**config.mk**
```make
export PLATFORM = sky130hd
export DESIGN_NAME = ea_unit
export DESIGN_NICKNAME = d
export VERILOG_FILES = /design/src/rtl/ea_pkg.sv /design/src/rtl/ea_fields.sv /design/src/rtl/ea_sext_add.sv /design/src/rtl/ea_opdec.sv /design/src/rtl/ea_unit.sv
export SDC_FILE = /design/constraint.sdc
export NUM_CORES = 1
export LEC_CHECK = 0
export BUFFER_PORTS_ARGS = -buffer_cell sky130_fd_sc_hd__buf_4
export CAP_MARGIN = 20
export CORE_ASPECT_RATIO = 0.9
export CORE_MARGIN = 2
export CORE_UTILIZATION = 40
export CTS_BUF_LIST = sky130_fd_sc_hd__clkbuf_8 sky130_fd_sc_hd__clkbuf_16
export DETAILED_ROUTE_END_ITERATION = 8
export HOLD_SLACK_MARGIN = 0.08
export PLACE_DENSITY = 0.75
export SLEW_MARGIN = 20
export SYNTH_ARGS = -nofsm -noshare
export SYNTH_HDL_FRONTEND = slang
export SYNTH_SLANG_ARGS = --single-unit
```
**constraint.sdc**
```tcl
create_clock -name clk -period 4.6 [get_ports clk]
set_input_delay 0.46 -clock clk [delete_from_list [all_inputs] [get_ports clk]]
set_output_delay 0.46 -clock clk [all_outputs]
set_load 0.005 [all_outputs]
```
**src/rtl/ea_pkg.sv**
```systemverilog
package ea_pkg;
  localparam int OPC_W = 5;

  localparam logic [OPC_W-1:0] OPC_LOAD      = 5'd1;
  localparam logic [OPC_W-1:0] OPC_LOAD_REL  = 5'd2;
  localparam logic [OPC_W-1:0] OPC_STORE     = 5'd3;
  localparam logic [OPC_W-1:0] OPC_STORE_REL = 5'd4;
  localparam logic [OPC_W-1:0] OPC_ADDR      = 5'd5;
  localparam logic [OPC_W-1:0] OPC_ADDR_REL  = 5'd6;

  typedef struct packed {
    logic member;
    logic rd;
    logic wr;
    logic res;
    logic rel;
  } ea_ctrl_t;

  localparam ea_ctrl_t CTRL_NONE = '{member: 1'b0, rd: 1'b0, wr: 1'b0, res: 1'b0, rel: 1'b0};
endpackage

```
**src/rtl/ea_fields.sv**
```systemverilog
module ea_fields #(
  parameter int DATA_W  = 32,
  parameter int OP_W    = 5,
  parameter int REG_W   = 5,
  parameter int SHORT_W = 17,
  parameter int LONG_W  = 22
) (
  input  logic [DATA_W-1:0]  instr,
  output logic [OP_W-1:0]    op,
  output logic [REG_W-1:0]   base_idx,
  output logic [SHORT_W-1:0] short_k,
  output logic [LONG_W-1:0]  long_k
);
  localparam int OP_LSB = DATA_W - OP_W;
  localparam int RA_LSB = OP_LSB - REG_W;
  localparam int RB_LSB = RA_LSB - REG_W;

  always_comb begin
    op       = instr[DATA_W-1:OP_LSB];
    base_idx = instr[RA_LSB-1:RB_LSB];
    short_k  = instr[SHORT_W-1:0];
    long_k   = instr[LONG_W-1:0];
  end
endmodule

```
**src/rtl/ea_sext_add.sv**
```systemverilog
module ea_sext_add #(
  parameter int DATA_W = 32,
  parameter int K_W    = 17
) (
  input  logic [DATA_W-1:0] base,
  input  logic              base_en,
  input  logic [K_W-1:0]    k,
  output logic [DATA_W-1:0] sum
);
  localparam int EXT_W = DATA_W - K_W;

  logic [DATA_W-1:0] k_ext;
  logic [DATA_W-1:0] base_g;

  generate
    if (EXT_W > 0) begin : g_ext
      assign k_ext = {{EXT_W{k[K_W-1]}}, k};
    end else begin : g_noext
      assign k_ext = k[DATA_W-1:0];
    end
  endgenerate

  always_comb begin
    base_g = base_en ? base : '0;
    sum    = base_g + k_ext;
  end
endmodule

```
**src/rtl/ea_opdec.sv**
```systemverilog
module ea_opdec
  import ea_pkg::*;
(
  input  logic [OPC_W-1:0] op,
  output ea_ctrl_t         ctrl
);
  always_comb begin
    ctrl = CTRL_NONE;
    case (op)
      OPC_LOAD:      begin ctrl.member = 1'b1; ctrl.rd  = 1'b1; end
      OPC_LOAD_REL:  begin ctrl.member = 1'b1; ctrl.rd  = 1'b1; ctrl.rel = 1'b1; end
      OPC_STORE:     begin ctrl.member = 1'b1; ctrl.wr  = 1'b1; end
      OPC_STORE_REL: begin ctrl.member = 1'b1; ctrl.wr  = 1'b1; ctrl.rel = 1'b1; end
      OPC_ADDR:      begin ctrl.member = 1'b1; ctrl.res = 1'b1; end
      OPC_ADDR_REL:  begin ctrl.member = 1'b1; ctrl.res = 1'b1; ctrl.rel = 1'b1; end
      default:       ctrl = CTRL_NONE;
    endcase
  end
endmodule

```
**src/rtl/ea_unit.sv**
```systemverilog
module ea_unit
  import ea_pkg::*;
#(
  parameter int DATA_W  = 32,
  parameter int REG_W   = 5,
  parameter int SHORT_W = 17,
  parameter int LONG_W  = 22
) (
  input  logic              clk,
  input  logic              rst,
  input  logic              in_valid,
  input  logic [DATA_W-1:0] instr,
  input  logic [DATA_W-1:0] rb_value,
  input  logic [DATA_W-1:0] pc_next,
  output logic              out_valid,
  output logic [DATA_W-1:0] disp_addr,
  output logic [DATA_W-1:0] rel_addr,
  output logic [DATA_W-1:0] eff_addr,
  output logic              sel_rel,
  output logic              mem_read,
  output logic              mem_write,
  output logic              addr_is_result
);
  logic [OPC_W-1:0]   op;
  logic [REG_W-1:0]   base_idx;
  logic [SHORT_W-1:0] short_k;
  logic [LONG_W-1:0]  long_k;
  logic               base_en;
  logic [DATA_W-1:0]  disp_c;
  logic [DATA_W-1:0]  rel_c;
  logic [DATA_W-1:0]  eff_c;
  ea_ctrl_t           ctrl;

  ea_fields #(
    .DATA_W(DATA_W), .OP_W(OPC_W), .REG_W(REG_W),
    .SHORT_W(SHORT_W), .LONG_W(LONG_W)
  ) u_fields (
    .instr(instr), .op(op), .base_idx(base_idx),
    .short_k(short_k), .long_k(long_k)
  );

  assign base_en = (base_idx != '0);

  ea_sext_add #(.DATA_W(DATA_W), .K_W(SHORT_W)) u_disp (
    .base(rb_value), .base_en(base_en), .k(short_k), .sum(disp_c)
  );

  ea_sext_add #(.DATA_W(DATA_W), .K_W(LONG_W)) u_rel (
    .base(pc_next), .base_en(1'b1), .k(long_k), .sum(rel_c)
  );

  ea_opdec u_dec (.op(op), .ctrl(ctrl));

  always_comb begin
    if (!ctrl.member) eff_c = '0;
    else if (ctrl.rel) eff_c = rel_c;
    else eff_c = disp_c;
  end

  always_ff @(posedge clk) begin
    if (rst) begin
      out_valid      <= 1'b0;
      disp_addr      <= '0;
      rel_addr       <= '0;
      eff_addr       <= '0;
      sel_rel        <= 1'b0;
      mem_read       <= 1'b0;
      mem_write      <= 1'b0;
      addr_is_result <= 1'b0;
    end else begin
      out_valid <= in_valid;
      if (in_valid) begin
        disp_addr      <= disp_c;
        rel_addr       <= rel_c;
        eff_addr       <= eff_c;
        sel_rel        <= ctrl.rel;
        mem_read       <= ctrl.rd;
        mem_write      <= ctrl.wr;
        addr_is_result <= ctrl.res;
      end
    end
  end
endmodule

```
==> results of run 1 <==
final timing paths:
check                 endpoint  slack, ps
hold / removal        mem_read        360
hold reg to reg   eff_addr[26]        450
setup reg to reg  eff_addr[29]       3790
setup / recovery  eff_addr[16]        610
power groups by stage:
stage,combinational (µW),sequential (µW),clock (µW)
floorplan,594,1010,0
global placement,947,1020,0
detailed placement,962,1020,0
CTS,967,997,916
global route,1080,1000,947
finish,978,997,905
metal layers:
metal  vias to the layer above  share of wire [%]  track usage (%)
li1                       3480                  -                -
met1                      3255                 48             33.7
met2                       270                 43             35.0
met3                        30                7.0             3.85
met4                         0                2.3             7.20
met5                         -                  0                0
layout by cell type (no fill, tap or decap), drive strengths merged, types with 6 or more instances in the layout:
cell    instances
buf           203
nor2          107
dfxtp         101
nand2          84
a21oi          83
ha             62
mux2i          52
o21ai          49
xnor2          41
nor2b          40
a21o           25
a31oi          19
xor2           18
nand4          13
nand3          12
a211oi         12
clkbuf         11
inv            10
o211ai         10
and3            9
a22o            8
nor3            8
nand2b          6
logic make-up after synthesis:
| group | Yosys count | share of synthesized area (%) |
|---|---|---|
| buf+inv | 47 | 2.66 |
| flops | 101 | 28.5 |
| mux | 52 | 7.33 |
| xor+xnor | 59 | 7.28 |
| simple gates | 295 | 19.4 |
| compound gates | 250 | 23.3 |
| fa+ha+maj | 64 | 11.5 |
per-stage QoR:
| stage | total power [µW] | worst slack (ps) | util [%] | std cells | cell area (µm²) |
|---|---|---|---|---|---|
| 6_report | 2880 | 610 | 52.3 | 1290 | 9150 |
| 5_1_grt | 3030 | 344 | 52.3 | 1290 | 9150 |
| 4_1_cts | 2880 | 657 | 52.3 | 1290 | 9150 |
| 3_5_place_dp | 1980 | 357 | 50.2 | 1274 | 8790 |
| 3_3_place_gp | 1960 | 379 | 50.2 | 1274 | 8790 |
| 2_1_floorplan | 1610 | 1020 | - | 868 | 7100 |
worst reg2reg max path: stages, from the launching register on:
cell	delay, ps
dfxtp_1	320
and2_1	130
a221o_1	250
state kept, by name, indices dropped and copies added, names as in the netlist:
name	count
mem_read	1
rel_addr	32
addr_is_result	1
mem_write	1
disp_addr	32
eff_addr	32
sel_rel	1
out_valid	1
area by class of cell:
cell class	instances	area, µm²	share of cell area (%)
Multi-Input combinational cell	720	4900	53.6
Sequential cell	101	2020	22.1
Timing Repair Buffer	203	1520	16.7
Tap cell	240	300	3.28
Clock buffer	11	253	2.76
Clock inverter	5	106	1.16
Inverter	10	37.5	0.410
==> flow_summary.ini, run 1 <==
[pwr]
irDropWorstVdd_uv = 148
seqPwrFrac_pct = 34.6
p_leak_uw = 0.00428
p_sw_share_pct = 32.1
p_comb_share_pct = 34.0
p_int_uw = 1960
power_density_nw_per_um2 = 315
switchingPower_uw = 924
p_clk_share_pct = 31.4

[floorplan]
num_io_pins = 200
rows = 46
die_y_um = 130
start_util_pct = 40.6
die_x_um = 144
die_area_um2 = 18800
core_area_um2 = 17500

[synth]
yosysTopAreaCell = dfxtp_1
synth_ff_type = dfxtp_1
syn_avg_cell_area_um2 = 8.18
synthTopCellsByCount = nor2_1 (107), dfxtp_1 (101), nand2_1 (84)
ys_ff_latch = 101
syn-num-nets = 1031
synth-edff-count = 0
synth_top_area_share_pct = 28.5
yosysMostFrequentCell = nor2_1
yosysSeqAreaShare_pct = 28.5
ys_warn_count = 0
yosys.cell_types.count = 65
synthTopCellsByArea = dfxtp_1 (28%), ha_1 (11%), mux2i_1 (7.3%), nor2_1 (5.7%), a21oi_1 (5.5%)
async_flop_share_pct = 0
netlist_area_um2 = 7100
syn_inst = 868

[sta]
timing.hold.ws_ps = 359
hold_violations = 0
post-route-period-util_pct = 86.7
finalClockSkew_ps = 0
slew_headroom_pct = 29.0
rsz0062_at_grt = false
final-max-slew-violation-count = 0
setup_viol = 0
fmax_mhz = 251
tightest_slew_ps = 1060
setup_tns_ps = 0
min_period_ps = 3990

[finish]
n_antenna_cell = 0
nFillCells = 1712
drive_gt1_share_pct = 23.3
final_nets = 1208
syn_to_final_growth_pct = 28.9

[worst_setup_path]
worstSetupStartpoint = instr[17]
crit_buf_inv = 2
cp.required_ps = 4830
cp.arrival_ps = 4220
end_kind = flop
crit_chain = buf_4, or4_1, nor2_2, buf_4, nor2b_1, ha_1, fa_1, a21oi_1, o211ai_1, a31oi_1, o21ai_0, a21oi_1, xor2_1, nor2_1, a221o_1
crit_type = in2reg
slowest_stage = or4_1
path_delay_family = compound AO/OA/AOI/OAI gates
worstSetupStartpointType = input pin
cp_num_cells = 15
critPathMaxFanout = 11
rr_worst_depth = 2
timing.rr.start = eff_addr[29]
critPathMaxStageDelay_ps = 540

[worst_hold_path]
hp-class = in2reg
hold_depth = 2
hold_start = instr[29]

[grt]
grt_pass1_wl_um = 34100
grt_max_degree = 75
overflow = 0
grt_pass1_vias = 6411
antenna_found_initial = 0
grt_usage_pct = 23.2

[clock_tree]
cts_num_sinks = 101
worstSkewPairLatency_ps = 340
numCtsBuffers = 9
clkTransAtPathRegs_ps = 70
cts_tree = yes
h-tree-depth = 3
cts_buffer_depth = 2
holdBufCountCts = 0
clockRootBuffer = clkbuf_16
postCtsSetupBuffers = 0
cts_resized = 0

[placement]
gp_congestion = 0.915
place_hpwl_um = 17200
io_buffers = 194

[detailed_routing]
wl_um = 22100
ant_nets = 0
dr_total_vias = 7035
viasPerCell = 5.45
drc = 0
drt_iter0_markers = 548
routedWlPerCell_um = 17.1
firstDrtPassIters = 5

[run_status]
status = finished, final reports clean

[run]
drv_cap = 0
Note: power is estimated with default switching activity, not from simulation.
==> run 2, diff against run 1 <==
--- a/config.mk
+++ b/config.mk
@@ -5,7 +5,7 @@
 export SDC_FILE = /design/constraint.sdc
 export NUM_CORES = 1
 export LEC_CHECK = 0
-export BUFFER_PORTS_ARGS = -buffer_cell sky130_fd_sc_hd__buf_4
+export BUFFER_PORTS_ARGS = -buffer_cell sky130_fd_sc_hd__buf_2
 export CAP_MARGIN = 20
 export CORE_ASPECT_RATIO = 0.9
 export CORE_MARGIN = 2
==> constraint.sdc (replaced) <==
create_clock -name clk -period 4.6 [get_ports clk]
set_input_delay 0.23 -clock clk [delete_from_list [all_inputs] [get_ports clk]]
set_output_delay 0.23 -clock clk [all_outputs]
set_load 0.005 [all_outputs]
==> run 2 against run 1 <==
Against the previous run:
- routed wire length fell by 1.2%
- worst setup slack better by 230 ps
- via count increased by 0.11%
- sequential power down 0.5%
- clock skew stayed put
- flip-flop and latch count did not move
- core utilization decreased by 3.1 points
- count of clock-buffer cells in the layout fell by 1
- critical path type unchanged
- largest power group unchanged
==> flow_summary.ini, run 2 (same netlist as run 1, synthesis figures left out) <==
[floorplan]
rows = 46
start_util_pct = 40.6
core_area_um2 = 17500
die_area_um2 = 18800
die_y_um = 130
num_io_pins = 200
die_x_um = 144

[finish]
final_area_um2 = 8600
multi_input_area_um2 = 4900
largestRegisters = disp_addr: 32 flops, eff_addr: 32 flops, rel_addr: 32 flops
syn_to_final_growth_pct = 21.2
drive_gt1_share_pct = 23.4
seq_area_um2 = 2020
nFillCells = 1718
instances_no_fill = 1292
final_cell_mix = buf_2 (194), nor2_1 (105), dfxtp_1 (101), nand2_1 (84), a21oi_1 (78)
final_util_pct = 49.2
final_common_cell = buf_2
final_nets = 1209

[placement]
place_hpwl_um = 17200
io_buffers = 194
dpl_cell_area_um2 = 8310
gp_congestion = 0.948
post-place-cells = 1275

[detailed_routing]
viasPerCell = 5.45
drc = 0
drt_iter0_markers = 549
dr_total_vias = 7043
ant_nets = 0
wl_um = 21900
firstDrtPassIters = 5
routedWlPerCell_um = 16.9

[clock_tree]
cts_num_sinks = 101
clockRootBuffer = clkbuf_16
holdBufCountCts = 0
clkTransAtPathRegs_ps = 70
cts_tree = yes
h-tree-depth = 3
numCtsBuffers = 9
worstSkewPairLatency_ps = 350
cts_resized = 0
postCtsSetupBuffers = 0
cts_buffer_depth = 2

[worst_setup_path]
slowest_stage = or4_1
rr_worst_depth = 2
critPathMaxFanout = 4
cp.required_ps = 4840
cp_num_cells = 14
crit_type = in2reg
path_delay_family = compound AO/OA/AOI/OAI gates
timing.rr.start = eff_addr[29]
critPathMaxStageDelay_ps = 550
worstSetupStartpoint = instr[17]
crit_chain = buf_2, or4_1, nor2_2, nor2b_1, ha_1, fa_1, a21oi_1, o211ai_1, a31oi_1, o21ai_0, a21oi_1, xor2_1, nor2_1, a221o_1
crit_buf_inv = 1
worstSetupStartpointType = input pin
crit_path_frequent_cell = a21oi_1
end_kind = flop
cp.arrival_ps = 4010

[pwr]
irDropWorstVdd_uv = 147
p_total_uw = 2650
p_leak_uw = 0.00416
seqPwrFrac_pct = 37.4
p_clk_share_pct = 28.1
p_int_uw = 1720
power_density_nw_per_um2 = 308
switchingPower_uw = 929
p_sw_share_pct = 35.0
p_comb_share_pct = 34.5

[sta]
finalClockSkew_ps = 0
final-max-slew-violation-count = 0
rsz0062_at_grt = false
tightest_slew_ps = 1030
post-route-period-util_pct = 81.8
slew_headroom_pct = 31.3
hold_violations = 0
fmax_mhz = 266
setup_viol = 0
min_period_ps = 3760
setup_tns_ps = 0

[grt]
grt_usage_pct = 22.9
grt_pass1_wl_um = 33600
grt_max_degree = 58
overflow = 0
grt_pass1_vias = 6477
antenna_found_initial = 0

[worst_hold_path]
hp-class = in2reg
hold_depth = 2
hold_start = instr[29]

[run_status]
status = finished, final reports clean

[run]
drv_cap = 0
==> run 2: changes by cell type in the layout (fill, tap and decap cells not counted), sizes merged <==
cell    change
bufinv      -3
inv         +3
diode       +1
clkinv      +1
clkbuf      -1
buf         +1
==> run 2: layout make-up <==
type                            count  share of cell area [%]
Multi-Input combinational cell    720                    57.0
Tap cell                          240                    3.49
Antenna cell                        1                  0.0291
Timing Repair Buffer              204                    12.2
Sequential cell                   101                    23.5
Inverter                           10                   0.436
Clock buffer                       10                    2.78
Clock inverter                      6                   0.596
==> run 2: worst register-to-register path, delay by kind of cell, from the launching register on <==
kind	cells	cell delay, ps
compound gates	1	250
flops	1	310
simple gates	1	140
==> run 2: metrics by stage <==
stage               setup WS [ps]  hold slack [ps]
floorplan                    1250              342
global placement              635              423
detailed placement            565              427
CTS                           921              125
global route                  647              141
finish                        839              134
==> run 2: final timing paths <==
path / endpoint / slack (ps)
setup / recovery: eff_addr[16] / 840
hold / removal: mem_read / 130
setup reg to reg: eff_addr[29] / 3790
hold reg to reg: eff_addr[26] / 440
==> run 2: power groups by stage <==
stage	registers [µW]	logic, µW	clock network, µW
3_5_place_dp	1010	903	0
6_report	992	916	746
2_1_floorplan	1010	594	0
4_1_cts	991	907	763
3_3_place_gp	1010	888	0
5_1_grt	998	1010	799
==> run 2: metal layers <==
layer,global-route usage [%],vias up,wire length (µm)
li1,-,3482,-
met1,32.4,3237,10200
met2,35.5,290,9390
met3,4.29,34,1790
met4,6.91,0,478
met5,0,-,0
